==> src/rtl/adc_host_pkg.sv <==
// Shared types for the converter host interface.
// Assumes a 12-bit bus whose two top bits carry the register address on writes.
package adc_host_pkg;

    localparam int BUS_W = 12;

    // Register address carried on the top two bus bits.
    typedef enum logic [1:0] {
        ADDR_CFG  = 2'b00,
        ADDR_TRIG = 2'b01
    } reg_addr_e;

    // Configuration register fields; the field order matches bits 3..0 of a write.
    typedef struct packed {
        logic fifo_clr;   // bit 3, self-clearing
        logic pulse;      // bit 2
        logic pol_high;   // bit 1
        logic sep;        // bit 0
    } cfg_t;

endpackage

==> src/rtl/adc_bus_decode.sv <==
// Turns select and strobe levels into write-start and read-end events.
// Assumes the strobes are already synchronous to clk.
// A write is taken at the first cycle of a write access.
// A read drives the bus while it is active, and its end pops a sample.
module adc_bus_decode (
    input  logic clk,
    input  logic rst_n,
    input  logic cs_n,
    input  logic cs_en,
    input  logic wr_rw,
    input  logic rd_n,
    input  logic sep_mode,
    input  logic cfg_ok,
    output logic wr_evt,
    output logic rd_act,
    output logic rd_end
);

    logic sel;
    logic wr_act;
    logic rd_req;
    logic wr_q;
    logic rd_q;

    // Decode the current access from the select and strobe levels.
    always_comb begin
        sel    = !cs_n && cs_en;
        wr_act = sel && !wr_rw;
        rd_req = sel && (sep_mode ? (!rd_n && wr_rw) : wr_rw);
        rd_act = rd_req && cfg_ok;
        wr_evt = wr_act && !wr_q;
        rd_end = rd_q && !rd_act;
    end

    // Remember last cycle's access state for edge detection.
    always_ff @(posedge clk) begin
        if (!rst_n) begin
            wr_q <= 1'b0;
            rd_q <= 1'b0;
        end else begin
            wr_q <= wr_act;
            rd_q <= rd_act;
        end
    end

endmodule

==> src/rtl/adc_cfg_regs.sv <==
// Holds the configuration and trigger registers, written by address.
// Assumes wr_evt lasts one cycle per write.
// Unknown addresses are ignored.
// The FIFO clear bit lives for one cycle only.
module adc_cfg_regs
    import adc_host_pkg::*;
#(
    parameter int CW = 5
) (
    input  logic          clk,
    input  logic          rst_n,
    input  logic          wr_evt,
    input  logic [1:0]    wr_addr,
    input  logic [CW-1:0] wr_val,
    output cfg_t          cfg,
    output logic [CW-1:0] trig,
    output logic          cfg_ok
);

    // Register update, the self-clearing clear bit and the first-write flag.
    always_ff @(posedge clk) begin
        if (!rst_n) begin
            cfg    <= '0;
            trig   <= CW'(1);
            cfg_ok <= 1'b0;
        end else begin
            cfg.fifo_clr <= 1'b0;
            if (wr_evt) begin
                case (reg_addr_e'(wr_addr))
                    ADDR_CFG: begin
                        cfg    <= cfg_t'(wr_val[3:0]);
                        cfg_ok <= 1'b1;
                    end
                    ADDR_TRIG: trig <= wr_val;
                    default: ;
                endcase
            end
        end
    end

endmodule

==> src/rtl/adc_sample_fifo.sv <==
// Sample FIFO with a sticky overflow flag.
// Assumes DEPTH is a power of two.
// A push into a full FIFO, without a pop in the same cycle, is dropped and sets ovf.
// clr empties the FIFO and drops ovf.
module adc_sample_fifo #(
    parameter int DW    = 12,
    parameter int DEPTH = 16,
    localparam int AW   = $clog2(DEPTH),
    localparam int CW   = $clog2(DEPTH + 1)
) (
    input  logic          clk,
    input  logic          rst_n,
    input  logic          clr,
    input  logic          push,
    input  logic [DW-1:0] push_data,
    input  logic          pop,
    output logic [DW-1:0] head,
    output logic [CW-1:0] count,
    output logic          ovf
);

    logic [DW-1:0] mem [DEPTH];
    logic [AW-1:0] rd_ptr;
    logic [AW-1:0] wr_ptr;
    logic          full;
    logic          empty;
    logic          do_pop;
    logic          do_push;

    // Work out which transfers actually happen this cycle.
    always_comb begin
        full    = (count == CW'(DEPTH));
        empty   = (count == '0);
        do_pop  = pop && !empty;
        do_push = push && (!full || do_pop);
        head    = empty ? '0 : mem[rd_ptr];
    end

    // Storage write, not reset.
    always_ff @(posedge clk) begin
        if (do_push) mem[wr_ptr] <= push_data;
    end

    // Pointers, fill count and overflow flag.
    always_ff @(posedge clk) begin
        if (!rst_n || clr) begin
            rd_ptr <= '0;
            wr_ptr <= '0;
            count  <= '0;
            ovf    <= 1'b0;
        end else begin
            if (do_push) wr_ptr <= wr_ptr + AW'(1);
            if (do_pop)  rd_ptr <= rd_ptr + AW'(1);
            count <= count + CW'(do_push) - CW'(do_pop);
            if (push && !do_push) ovf <= 1'b1;
        end
    end

endmodule

==> src/rtl/adc_host_if.sv <==
// Top of the converter host interface.
// It joins bus decode, the registers and the FIFO, and forms the data-available flag.
// The bus is split into in/out/enable; the pad ring builds the tri-state.
module adc_host_if
    import adc_host_pkg::*;
#(
    parameter int DW    = BUS_W,
    parameter int DEPTH = 16,
    localparam int CW   = $clog2(DEPTH + 1)
) (
    input  logic          clk,
    input  logic          rst_n,
    input  logic          cs_n,
    input  logic          cs_en,
    input  logic          wr_rw,
    input  logic          rd_n,
    input  logic [DW-1:0] bus_in,
    output logic [DW-1:0] bus_out,
    output logic          bus_oe,
    input  logic          smp_valid,
    input  logic [DW-1:0] smp_data,
    output logic          data_avail,
    output logic          ovf
);

    cfg_t          cfg;
    logic [CW-1:0] trig;
    logic          cfg_ok;
    logic          wr_evt;
    logic          rd_act;
    logic          rd_end;
    logic [DW-1:0] fifo_head;
    logic [CW-1:0] fifo_count;
    logic          fifo_clr;
    logic          lvl;
    logic          lvl_q;
    logic          raw;

    assign fifo_clr = cfg.fifo_clr;

    adc_bus_decode u_dec (
        .clk      (clk),
        .rst_n    (rst_n),
        .cs_n     (cs_n),
        .cs_en    (cs_en),
        .wr_rw    (wr_rw),
        .rd_n     (rd_n),
        .sep_mode (cfg.sep),
        .cfg_ok   (cfg_ok),
        .wr_evt   (wr_evt),
        .rd_act   (rd_act),
        .rd_end   (rd_end)
    );

    adc_cfg_regs #(.CW(CW)) u_regs (
        .clk     (clk),
        .rst_n   (rst_n),
        .wr_evt  (wr_evt),
        .wr_addr (bus_in[DW-1:DW-2]),
        .wr_val  (bus_in[CW-1:0]),
        .cfg     (cfg),
        .trig    (trig),
        .cfg_ok  (cfg_ok)
    );

    adc_sample_fifo #(.DW(DW), .DEPTH(DEPTH)) u_fifo (
        .clk       (clk),
        .rst_n     (rst_n),
        .clr       (fifo_clr),
        .push      (smp_valid),
        .push_data (smp_data),
        .pop       (rd_end),
        .head      (fifo_head),
        .count     (fifo_count),
        .ovf       (ovf)
    );

    // Bus drive and the data-available flag.
    always_comb begin
        bus_oe     = rd_act;
        bus_out    = rd_act ? fifo_head : '0;
        lvl        = (fifo_count >= trig);
        raw        = cfg.pulse ? (lvl && !lvl_q) : lvl;
        data_avail = cfg.pol_high ? raw : !raw;
    end

    // Previous threshold state, for pulse detection.
    always_ff @(posedge clk) begin
        if (!rst_n) lvl_q <= 1'b0;
        else        lvl_q <= lvl;
    end

endmodule

==> config.mk <==
export PLATFORM = sky130hd
export DESIGN_NAME = adc_host_if
export DESIGN_NICKNAME = d
export VERILOG_FILES = /design/src/rtl/adc_host_pkg.sv /design/src/rtl/adc_bus_decode.sv /design/src/rtl/adc_cfg_regs.sv /design/src/rtl/adc_sample_fifo.sv /design/src/rtl/adc_host_if.sv
export SDC_FILE = /design/constraint.sdc
export NUM_CORES = 1
export LEC_CHECK = 0
export BUFFER_PORTS_ARGS = -buffer_cell sky130_fd_sc_hd__buf_4
export CAP_MARGIN = 20
export CORE_MARGIN = 3
export CORE_UTILIZATION = 55
export CTS_BUF_LIST = sky130_fd_sc_hd__clkbuf_16
export DETAILED_ROUTE_END_ITERATION = 10
export GPL_ROUTABILITY_DRIVEN = 0
export GPL_TIMING_DRIVEN = 1
export PLACE_DENSITY = 0.84
export SYNTH_ARGS = -nofsm -noshare
export SYNTH_HDL_FRONTEND = slang
export SYNTH_SLANG_ARGS = --single-unit
==> constraint.sdc <==
create_clock -name clk -period 3.5 [get_ports clk]
set_clock_uncertainty 0.1 [all_clocks]
set_input_delay 0.35 -clock clk [delete_from_list [all_inputs] [get_ports clk]]
set_output_delay 0.35 -clock clk [all_outputs]
set_load 0.03 [all_outputs]
==> impl_metrics.env, run 1 <==
export IMPL_status="complete, no violations"
export IMPL_setup_total_negative_slack_ns=0
export IMPL_rows=45
export IMPL_synth_edf_count=192
export IMPL_cp_arrival_ns=2.56
export IMPL_viasPerCell=5.99
export IMPL_crit_path_start_kind="flop"
export IMPL_cts_inserted_buffers=23
export IMPL_leakagePower_uw=0.00351
export IMPL_htreeDepth=1
export IMPL_crit_fanout=27
export IMPL_ant_nets=0
export IMPL_yosys_warnings=0
export IMPL_grt_pass1_wl_mm=29.0
export IMPL_hold_class="input pin to flop"
export IMPL_cts_resized_gates=0
export IMPL_drive_gt1_frac=0.267
export IMPL_relSlewSlack=0.452
export IMPL_synth_cell_types=43
export IMPL_via_count=4701
export IMPL_post_dp_cell_area_sq_um=9590
export IMPL_first_iter_violations=431
export IMPL_syn_avg_cell_area_sq_um=18.4
export IMPL_cts_tree="done"
export IMPL_pre_cts_slack_ns=0.767
export IMPL_cp_end_kind="output port"
export IMPL_critPathKind="flop to output port"
export IMPL_fin_nets=605
export IMPL_antenna_cells=0
export IMPL_final_common_cell="edfxtp_1"
export IMPL_dp_hpwl_mm=11.0
export IMPL_report_final_slew_viol_count=0
export IMPL_gr_usage_all_layers=0.215
export IMPL_fin_ws_ns=0.489
export IMPL_syn_area_sq_um=8930
export IMPL_grt_antenna_before_repair=0
export IMPL_multi_input_area_sq_um=2380
export IMPL_final_cell_mix="edfxtp_1 (192), buf_4 (63), mux4_2 (48)"
export IMPL_timing_hold_violations_final=0
export IMPL_slowest_delay_ns=0.81
export IMPL_fmax_mhz=332
export IMPL_worstMarginPinSlew_ns=0.821
export IMPL_ys_ff_latch=223
export IMPL_drc=0
export IMPL_async_flop_share=0
export IMPL_syn_inst=484
export IMPL_maxCapViolCount=0
export IMPL_grt_max_degree=33
export IMPL_reg2regPathDepth=11
export IMPL_cts_sinks=223
export IMPL_fillerInstances=1033
export IMPL_crit_end="bus_out[3]"
export IMPL_initial_utilization=0.574
export IMPL_cts_root_buf="clkbuf_16"
export IMPL_cts_max_path_buffers=3
export IMPL_path_cells="buf_4, mux4_2, mux2i_1, o22ai_1, buf_4"
export IMPL_fin_crit_ns=3.01
export IMPL_ys_seq_area_frac=0.715
export IMPL_drtPass1Iterations=4
export IMPL_rsz0062_at_grt="false"
export IMPL_gr_total_overflow=0
export IMPL_post_route_period_util=0.860
export IMPL_die_w_microns=133
export IMPL_portBuffers=40
export IMPL_wl_per_cell_microns=23.5
export IMPL_required_ns=3.05
export IMPL_syn_to_final_growth_pct=17.2
export IMPL_core_sq_um=15500
export IMPL_p_per_area_nw_per_um2=589
export IMPL_clk_latency_ns=0.50
export IMPL_r2r_start="u_fifo.count[2]"
export IMPL_final_seq_area_sq_um=6390
export IMPL_die_area_sq_um=17800
export IMPL_stdcell_area_sq_um=10500
export IMPL_final_setup_viol_count=0
export IMPL_synthesis_nets=531
export IMPL_ioPinCount=46
export IMPL_clkTransAtPathRegs_ns=0.06
export IMPL_wl_mm=18.4
export IMPL_crit_path_frequent_cell="buf_4"
export IMPL_holdWs_ns=0.0306
export IMPL_grt_pass1_vias=5121
export IMPL_cpMaxStageDelayCell="dfxtp_2"
export IMPL_die_y_microns=133
export IMPL_r2r_slack_ns=0.82
export IMPL_ir_worst_vdd_v=0.000461
export IMPL_reg2reg_to="u_fifo.count[4]"
export IMPL_synthFlopType="edfxtp_1"
## layout make-up
type / count / share of cell area
inverters: 16 / 0.00574
repair buffers: 70 / 0.0529
multi-input cells: 224 / 0.227
flip-flops and latches: 223 / 0.611
clock inverters: 18 / 0.0226
clock buffers: 23 / 0.0550
well taps: 211 / 0.0252
## synth_stat cells (2+ instances only)
| cell | instances | area [sq um] |
|---|---|---|
| edfxtp_1 | 192 | 5770 |
| nand2b_1 | 7 | 43.8 |
| buf_1 | 2 | 7.51 |
| o22ai_1 | 12 | 75.1 |
| and3_1 | 3 | 18.8 |
| nand3_1 | 7 | 35.0 |
| o21ai_0 | 10 | 50.1 |
| o211ai_1 | 4 | 30.0 |
| and2_1 | 4 | 25.0 |
| a31oi_1 | 2 | 12.5 |
| a21oi_1 | 8 | 40.0 |
| buf_4 | 3 | 22.5 |
| mux2i_1 | 36 | 360 |
| clkbuf_1 | 6 | 22.5 |
| nand2_1 | 13 | 48.8 |
| buf_6 | 3 | 33.8 |
| nor2b_1 | 8 | 50.1 |
| dfxtp_1 | 31 | 621 |
| or3_1 | 2 | 12.5 |
| ha_1 | 15 | 188 |
| xor2_1 | 2 | 17.5 |
| buf_2 | 7 | 35.0 |
| mux4_2 | 48 | 1080 |
| inv_1 | 16 | 60.1 |
| nor2_1 | 19 | 71.3 |
| nor3_1 | 6 | 30.0 |
| xnor2_1 | 2 | 17.5 |
## state kept, by name, summed over array words and instances (netlist names), named ones only
name,count
u_regs.trig,5
u_dec.rd_q,1
u_fifo.mem,192
u_regs.cfg,4
u_dec.wr_q,1
u_fifo.rd_ptr,4
u_fifo.ovf,1
lvl_q,1
u_fifo.count,5
u_regs.cfg_ok,1
u_fifo.wr_ptr,4
## per-layer routing
metal  vias up  GRT usage  part of all wire
met5         -          0                 0
met4         0     0.0794             0.030
met3        49     0.0366             0.070
met2       206      0.365              0.50
met1      2376      0.284              0.40
li1       2070          -                 -
## how the worst min path moves through the flow
stage,start,depth (start not counted),end
2_1_floorplan,cs_n,1,u_dec.wr_q
3_3_place_gp,u_regs.trig[0],2,u_regs.trig[0]
3_5_place_dp,u_regs.cfg_ok,1,u_regs.cfg_ok
4_1_cts,smp_data[8],1,u_fifo.mem[0][8]
5_1_grt,smp_data[2],1,u_fifo.mem[6][2]
6_report,bus_in[1],3,u_regs.trig[1]
## power breakdown
part           internal, uW  total [uW]  switching [uW]  leakage [uW]
combinational           226         525             299       0.00111
clock                  1640        2600             967      0.000414
sequential             2980        3030            50.1       0.00199
## repair_timing
action                                 4_1_cts  5_1_grt
hold buffers                                 6        0
setup buffers                                0        0
endpoints found under the hold margin        5        0
## critical path, delay by kind of cell (launching register included)
| kind | cells | cell delay [ns] |
|---|---|---|
| compound gates | 1 | 0.12 |
| mux | 2 | 0.56 |
| flops | 1 | 0.81 |
| buf+inv | 2 | 0.55 |
## cell families after synthesis
| family | synth area share |
|---|---|
| XOR/XNOR | 0.00393 |
| AO/OA/AOI/OAI | 0.0303 |
| AND/OR/NAND/NOR | 0.0453 |
| buffers and inverters | 0.0203 |
| multiplexers | 0.161 |
| flip-flops | 0.715 |
| adder cells (fa/ha/maj) | 0.0233 |
## through the flow
stage,utilization,std cells,total power [uW]
after floorplan,-,484,3410
final,0.673,785,6160
after global routing,0.673,785,6360
after global placement,0.617,738,3560
after CTS,0.673,785,6210
after detailed placement,0.617,738,3610
Note: power is estimated with default switching activity, not from simulation.
==> inputs of run 2 (changes only) <==
==> constraint.sdc (replaced) <==
create_clock -name clk -period 3.3 [get_ports clk]
set_clock_uncertainty 0.1 [all_clocks]
set_input_delay 0.33 -clock clk [delete_from_list [all_inputs] [get_ports clk]]
set_output_delay 0.33 -clock clk [all_outputs]
set_load 0.03 [all_outputs]
==> impl_metrics.env, run 2 (same netlist as run 1, synthesis figures left out) <==
export IMPL_antenna_cells=0
export IMPL_timing_hold_violations_final=0
export IMPL_report_final_slew_viol_count=0
export IMPL_p_total_uw=6580
export IMPL_viasPerCell=5.97
export IMPL_r2r_start="u_fifo.count[2]"
export IMPL_final_cell_mix="edfxtp_1 (192), buf_4 (64), mux4_2 (48)"
export IMPL_drc=0
export IMPL_cts_max_path_buffers=3
export IMPL_regMostFlops="u_fifo.mem"
export IMPL_gr_total_overflow=0
export IMPL_rsz0062_at_grt="false"
export IMPL_clkTransAtPathRegs_ns=0.07
export IMPL_r2r_slack_ns=0.60
export IMPL_leakagePower_uw=0.00352
export IMPL_initial_utilization=0.574
export IMPL_reg2reg_to="u_fifo.count[4]"
export IMPL_rows=45
export IMPL_postCtsSetupBuffers=0
export IMPL_reg2regPathDepth=11
export IMPL_cp_arrival_ns=2.56
export IMPL_cts_tree="done"
export IMPL_cts_inserted_buffers=23
export IMPL_hold_class="input pin to flop"
export IMPL_stdcell_area_sq_um=10500
export IMPL_crit_path_start_kind="flop"
export IMPL_worstHoldStart="smp_data[9]"
export IMPL_critPathKind="flop to output port"
export IMPL_required_ns=2.87
export IMPL_fmax_mhz=334
export IMPL_htreeDepth=1
export IMPL_grt_max_degree=30
export IMPL_die_y_microns=133
export IMPL_ant_nets=0
export IMPL_fin_crit_ns=2.99
export IMPL_ioPinCount=46
export IMPL_wl_per_cell_microns=23.0
export IMPL_maxCapViolCount=0
export IMPL_final_common_cell="edfxtp_1"
export IMPL_drtPass1Iterations=7
export IMPL_setup_total_negative_slack_ns=0
export IMPL_cts_resized_gates=0
export IMPL_top_regs="u_fifo.mem (192), u_fifo.count (5), u_regs.trig (5)"
export IMPL_post_route_period_util=0.906
export IMPL_portBuffers=40
export IMPL_cp_end_kind="output port"
export IMPL_crit_fanout=22
export IMPL_gr_usage_all_layers=0.212
export IMPL_relSlewSlack=0.434
export IMPL_drive_gt1_frac=0.276
export IMPL_grt_antenna_before_repair=0
export IMPL_largest_reg_flops=192
export IMPL_cts_sinks=223
export IMPL_die_w_microns=133
export IMPL_p_per_area_nw_per_um2=625
export IMPL_worstMarginPinSlew_ns=0.845
export IMPL_clk_latency_ns=0.50
export IMPL_grt_pass1_vias=4987
export IMPL_cts_hold_fix_buffers=10
export IMPL_status="complete, no violations"
export IMPL_cts_root_buf="clkbuf_16"
export IMPL_ir_worst_vdd_v=0.000498
export IMPL_final_setup_viol_count=0
export IMPL_syn_to_final_growth_pct=18.0
export IMPL_crit_end="bus_out[11]"
export IMPL_via_count=4720
export IMPL_dp_hpwl_mm=10.9
export IMPL_grt_pass1_wl_mm=28.6
export IMPL_holdWs_ns=0.0156
export IMPL_first_iter_violations=371
export IMPL_post_dp_cell_area_sq_um=9590
export IMPL_core_sq_um=15500
export IMPL_wl_mm=18.2
export IMPL_fin_nets=610
export IMPL_die_area_sq_um=17800
run 2: cell types whose count changed in the layout (fill, tap and decap cells not counted), sizes merged:
cell and change:
inv -3, dlygate4sd3 +4, clkinvlp +4, buf +1
run 2: metal layers:
| metal | vias up | GRT usage | share of wire |
|---|---|---|---|
| met5 | - | 0 | 0 |
| met4 | 0 | 0.0737 | 0.030 |
| met3 | 44 | 0.0336 | 0.061 |
| met2 | 197 | 0.350 | 0.49 |
| met1 | 2389 | 0.294 | 0.41 |
| li1 | 2090 | - | - |
run 2: worst max-delay path, stage by stage (launching register included):
cell and delay (ns):
dfxtp_2 0.76, buf_4 0.39, mux4_2 0.34, mux2i_1 0.19, o22ai_1 0.17, buf_4 0.20
run 2: worst min path at each step:
stage / to / slack [ns] / depth (start not counted)
5_1_grt: u_fifo.mem[8][0] / 0.03 / 1
3_5_place_dp: u_regs.cfg_ok / 0.37 / 1
4_1_cts: u_regs.cfg[2] / 0.003 / 3
3_3_place_gp: u_regs.trig[0] / 0.37 / 2
2_1_floorplan: u_dec.wr_q / 0.31 / 1
6_report: u_fifo.mem[6][9] / 0.02 / 1
run 2: final cells by class:
type / count / area, sq um
tap: 211 / 264
fill: 1019 / 5010
multi-input combinational: 224 / 2380
clock inverter: 19 / 262
clock buffer: 23 / 576
sequential: 223 / 6390
timing repair buffer: 75 / 601
inverter: 16 / 60.1
run 2: report_power, final:
group / leakage [uW] / total (uW) / internal, uW / switching (uW)
sequential: 0.00199 / 3210 / 3160 / 49.4
combinational: 0.00113 / 553 / 242 / 311
clock: 0.000400 / 2810 / 1750 / 1060
total: 0.00352 / 6580 / 5160 / 1420
run 2: per-stage QoR:
| stage | instances | worst slack, ns | util |
|---|---|---|---|
| 4_1_cts | 791 | 0.231 | 0.678 |
| 3_3_place_gp | 739 | 0.723 | 0.617 |
| 2_1_floorplan | 484 | 0.905 | - |
| 6_report | 791 | 0.309 | 0.678 |
| 3_5_place_dp | 739 | 0.603 | 0.617 |
| 5_1_grt | 791 | 0.159 | 0.678 |
==> inputs of run 3 (changes only) <==
--- a/config.mk
+++ b/config.mk
@@ -13,7 +13,9 @@
 export DETAILED_ROUTE_END_ITERATION = 10
 export GPL_ROUTABILITY_DRIVEN = 0
 export GPL_TIMING_DRIVEN = 1
-export PLACE_DENSITY = 0.84
+export PLACE_DENSITY = 0.69
 export SYNTH_ARGS = -nofsm -noshare
 export SYNTH_HDL_FRONTEND = slang
+export SYNTH_HIERARCHICAL = 1
 export SYNTH_SLANG_ARGS = --single-unit
+export TNS_END_PERCENT = 20
==> impl_metrics.env, run 3 <==
export IMPL_fin_nets=646
export IMPL_rows=46
export IMPL_multi_input_area_sq_um=2480
export IMPL_cts_sinks=223
export IMPL_maxCapViolCount=0
export IMPL_path_cells="dlygate4sd3_1, buf_4, nand2_1, o31a_1, or2b_4, o21a_1, inv_1, ha_1, inv_1, ha_1, fa_1, a21oi_1, nor2_1, or3_1, a21oi_1"
export IMPL_largest_reg_flops=192
export IMPL_final_cell_mix="edfxtp_1 (192), buf_4 (67), inv_1 (52)"
export IMPL_fillerInstances=1113
export IMPL_portBuffers=40
export IMPL_drc=0
export IMPL_status="complete, no violations"
export IMPL_hold_class="input pin to flop"
export IMPL_leakagePower_uw=0.00376
export IMPL_htreeDepth=1
export IMPL_post_route_period_util=0.950
export IMPL_syn_inst=520
export IMPL_synth_edf_count=192
export IMPL_synthesis_nets=568
export IMPL_relSlewSlack=0.620
export IMPL_post_dp_cell_area_sq_um=9820
export IMPL_p_per_area_nw_per_um2=593
export IMPL_grt_max_degree=49
export IMPL_wl_per_cell_microns=20.7
export IMPL_crit_path_start_kind="input pin"
export IMPL_fin_crit_ns=3.13
export IMPL_syn_to_final_growth_pct=15.8
export IMPL_wl_mm=17.2
export IMPL_drtPass1Iterations=5
export IMPL_synthFlopType="edfxtp_1"
export IMPL_viasPerCell=5.67
export IMPL_syn_avg_cell_area_sq_um=17.6
export IMPL_top_regs="u_fifo/mem (192), u_fifo/count (5), u_regs/trig (5)"
export IMPL_cts_root_buf="clkbuf_16"
export IMPL_cp_arrival_ns=3.43
export IMPL_report_final_slew_viol_count=0
export IMPL_synthTopCellsByArea="edfxtp_1 (63%), mux4_2 (11%), dfxtp_1 (6.8%)"
export IMPL_p_total_uw=6280
export IMPL_ioPinCount=46
export IMPL_via_count=4710
export IMPL_clkTransAtPathRegs_ns=0.05
export IMPL_cpMaxStageDelayCell="dlygate4sd3_1"
export IMPL_fmax_mhz=319
export IMPL_yosys_area_top_type_share=0.631
export IMPL_synth_top_area_cell="edfxtp_1"
export IMPL_critPathKind="input pin to flop"
export IMPL_r2r_slack_ns=0.17
export IMPL_ant_nets=0
export IMPL_ys_ff_latch=223
export IMPL_grt_pass1_wl_mm=27.3
export IMPL_yosys_warnings=6
export IMPL_rsz0062_at_grt="false"
export IMPL_setup_total_negative_slack_ns=0
export IMPL_cts_max_path_buffers=3
export IMPL_final_common_cell="edfxtp_1"
export IMPL_gr_usage_all_layers=0.197
export IMPL_first_iter_violations=396
export IMPL_yosysMostFrequentCell="edfxtp_1"
export IMPL_ir_worst_vdd_v=0.000448
export IMPL_dp_hpwl_mm=11.0
export IMPL_antenna_cells=0
export IMPL_drive_gt1_frac=0.301
export IMPL_final_seq_area_sq_um=6390
export IMPL_die_area_sq_um=18200
export IMPL_grt_antenna_before_repair=0
export IMPL_gr_total_overflow=0
export IMPL_cts_inserted_buffers=23
export IMPL_stdcell_area_sq_um=10600
export IMPL_initial_utilization=0.569
export IMPL_async_flop_share=0
export IMPL_slowest_delay_ns=0.53
export IMPL_cts_tree="done"
export IMPL_ys_top_cells_by_count="edfxtp_1 (192), mux4_2 (46), inv_1 (43)"
export IMPL_cp_end_kind="flop"
export IMPL_core_sq_um=16100
export IMPL_holdWs_ns=0.0235
export IMPL_grt_pass1_vias=4901
export IMPL_die_w_microns=135
export IMPL_clk_latency_ns=0.49
export IMPL_regMostFlops="u_fifo/mem"
export IMPL_required_ns=3.60
export IMPL_fin_util=0.659
export IMPL_die_y_microns=135
export IMPL_syn_area_sq_um=9140
export IMPL_ys_seq_area_frac=0.699
export IMPL_final_setup_viol_count=0
export IMPL_synth_cell_types=53
export IMPL_timing_hold_violations_final=0
export IMPL_worstMarginPinSlew_ns=0.570
export IMPL_crit_fanout=4
[run 3: cell count changes after synthesis, moves of 5 or more]
cell      change
mux2i_1      -29
nor2b_1       -7
mux2_2       +12
inv_1        +27
and2_1        +9
o21ai_0       -9
nor2_1        +7
nand2_1      +23
o22ai_1      -12
o221ai_1      +7
o221ai_2      +5
[run 3: routing by layer]
metal  vias up  part of all wire  GRT usage
li1       2143                 -          -
met1      2430              0.41      0.266
met2       117              0.53      0.347
met3        20             0.045     0.0298
met4         0             0.012     0.0356
met5         -                 0          0
[run 3: repair_timing]
item                                   in CTS  in global routing
endpoints found under the hold margin       5                  0
buffers inserted                            0                  1
hold buffers                                4                  0
gates resized for setup                     0                  3
setup endpoints to repair                   0                 11
[run 3: path summary, 6_finish.rpt]
check / startpoint / endpoint / depth (start not counted)
worst min-delay path: bus_in[0] / u_regs/cfg[0] / 3
worst max-delay path: wr_rw / u_fifo/count[4] / 15
worst min register to register: u_regs/cfg_ok / u_regs/cfg_ok / 1
worst max register to register: u_fifo/count[2] / u_fifo/count[4] / 13
[run 3: power by group]
| group | internal, uW | switching, uW | total, uW |
|---|---|---|---|
| clock | 1340 | 972 | 2310 |
| sequential | 3160 | 45.2 | 3200 |
| combinational | 340 | 422 | 762 |
| total | 4840 | 1440 | 6280 |
[run 3: layout make-up]
type | count | area share
inverter | 43 | 0.0153
clock buffer | 23 | 0.0544
multi-input combinational | 233 | 0.235
clock inverter | 18 | 0.0102
tap | 216 | 0.0255
timing repair buffer | 74 | 0.0562
sequential | 223 | 0.604
[run 3: stage by stage]
| step | setup slack (ns) | cells |
|---|---|---|
| 3_5_place_dp | 0.0672 | 783 |
| 2_1_floorplan | 0.332 | 520 |
| 6_report | 0.165 | 830 |
| 5_1_grt | 0.0190 | 830 |
| 3_3_place_gp | 0.194 | 783 |
| 4_1_cts | 0.0419 | 828 |
[run 3: kinds of logic after synthesis]
logic type / share of synthesized area
DFF: 0.699
and+or+nand+nor: 0.0618
muxes: 0.142
buffers and inverters: 0.0325
AOI/OAI and AO/OA: 0.0325
adders and majority gates: 0.0241
xor gates and xnor gates: 0.00863
[run 3: worst max-delay path: cells and delay by family]
family	cells	cell delay [ns]
AOI/OAI and AO/OA	4	0.82
and+or+nand+nor	4	0.78
buffers and inverters	4	0.75
adders and majority gates	3	0.75
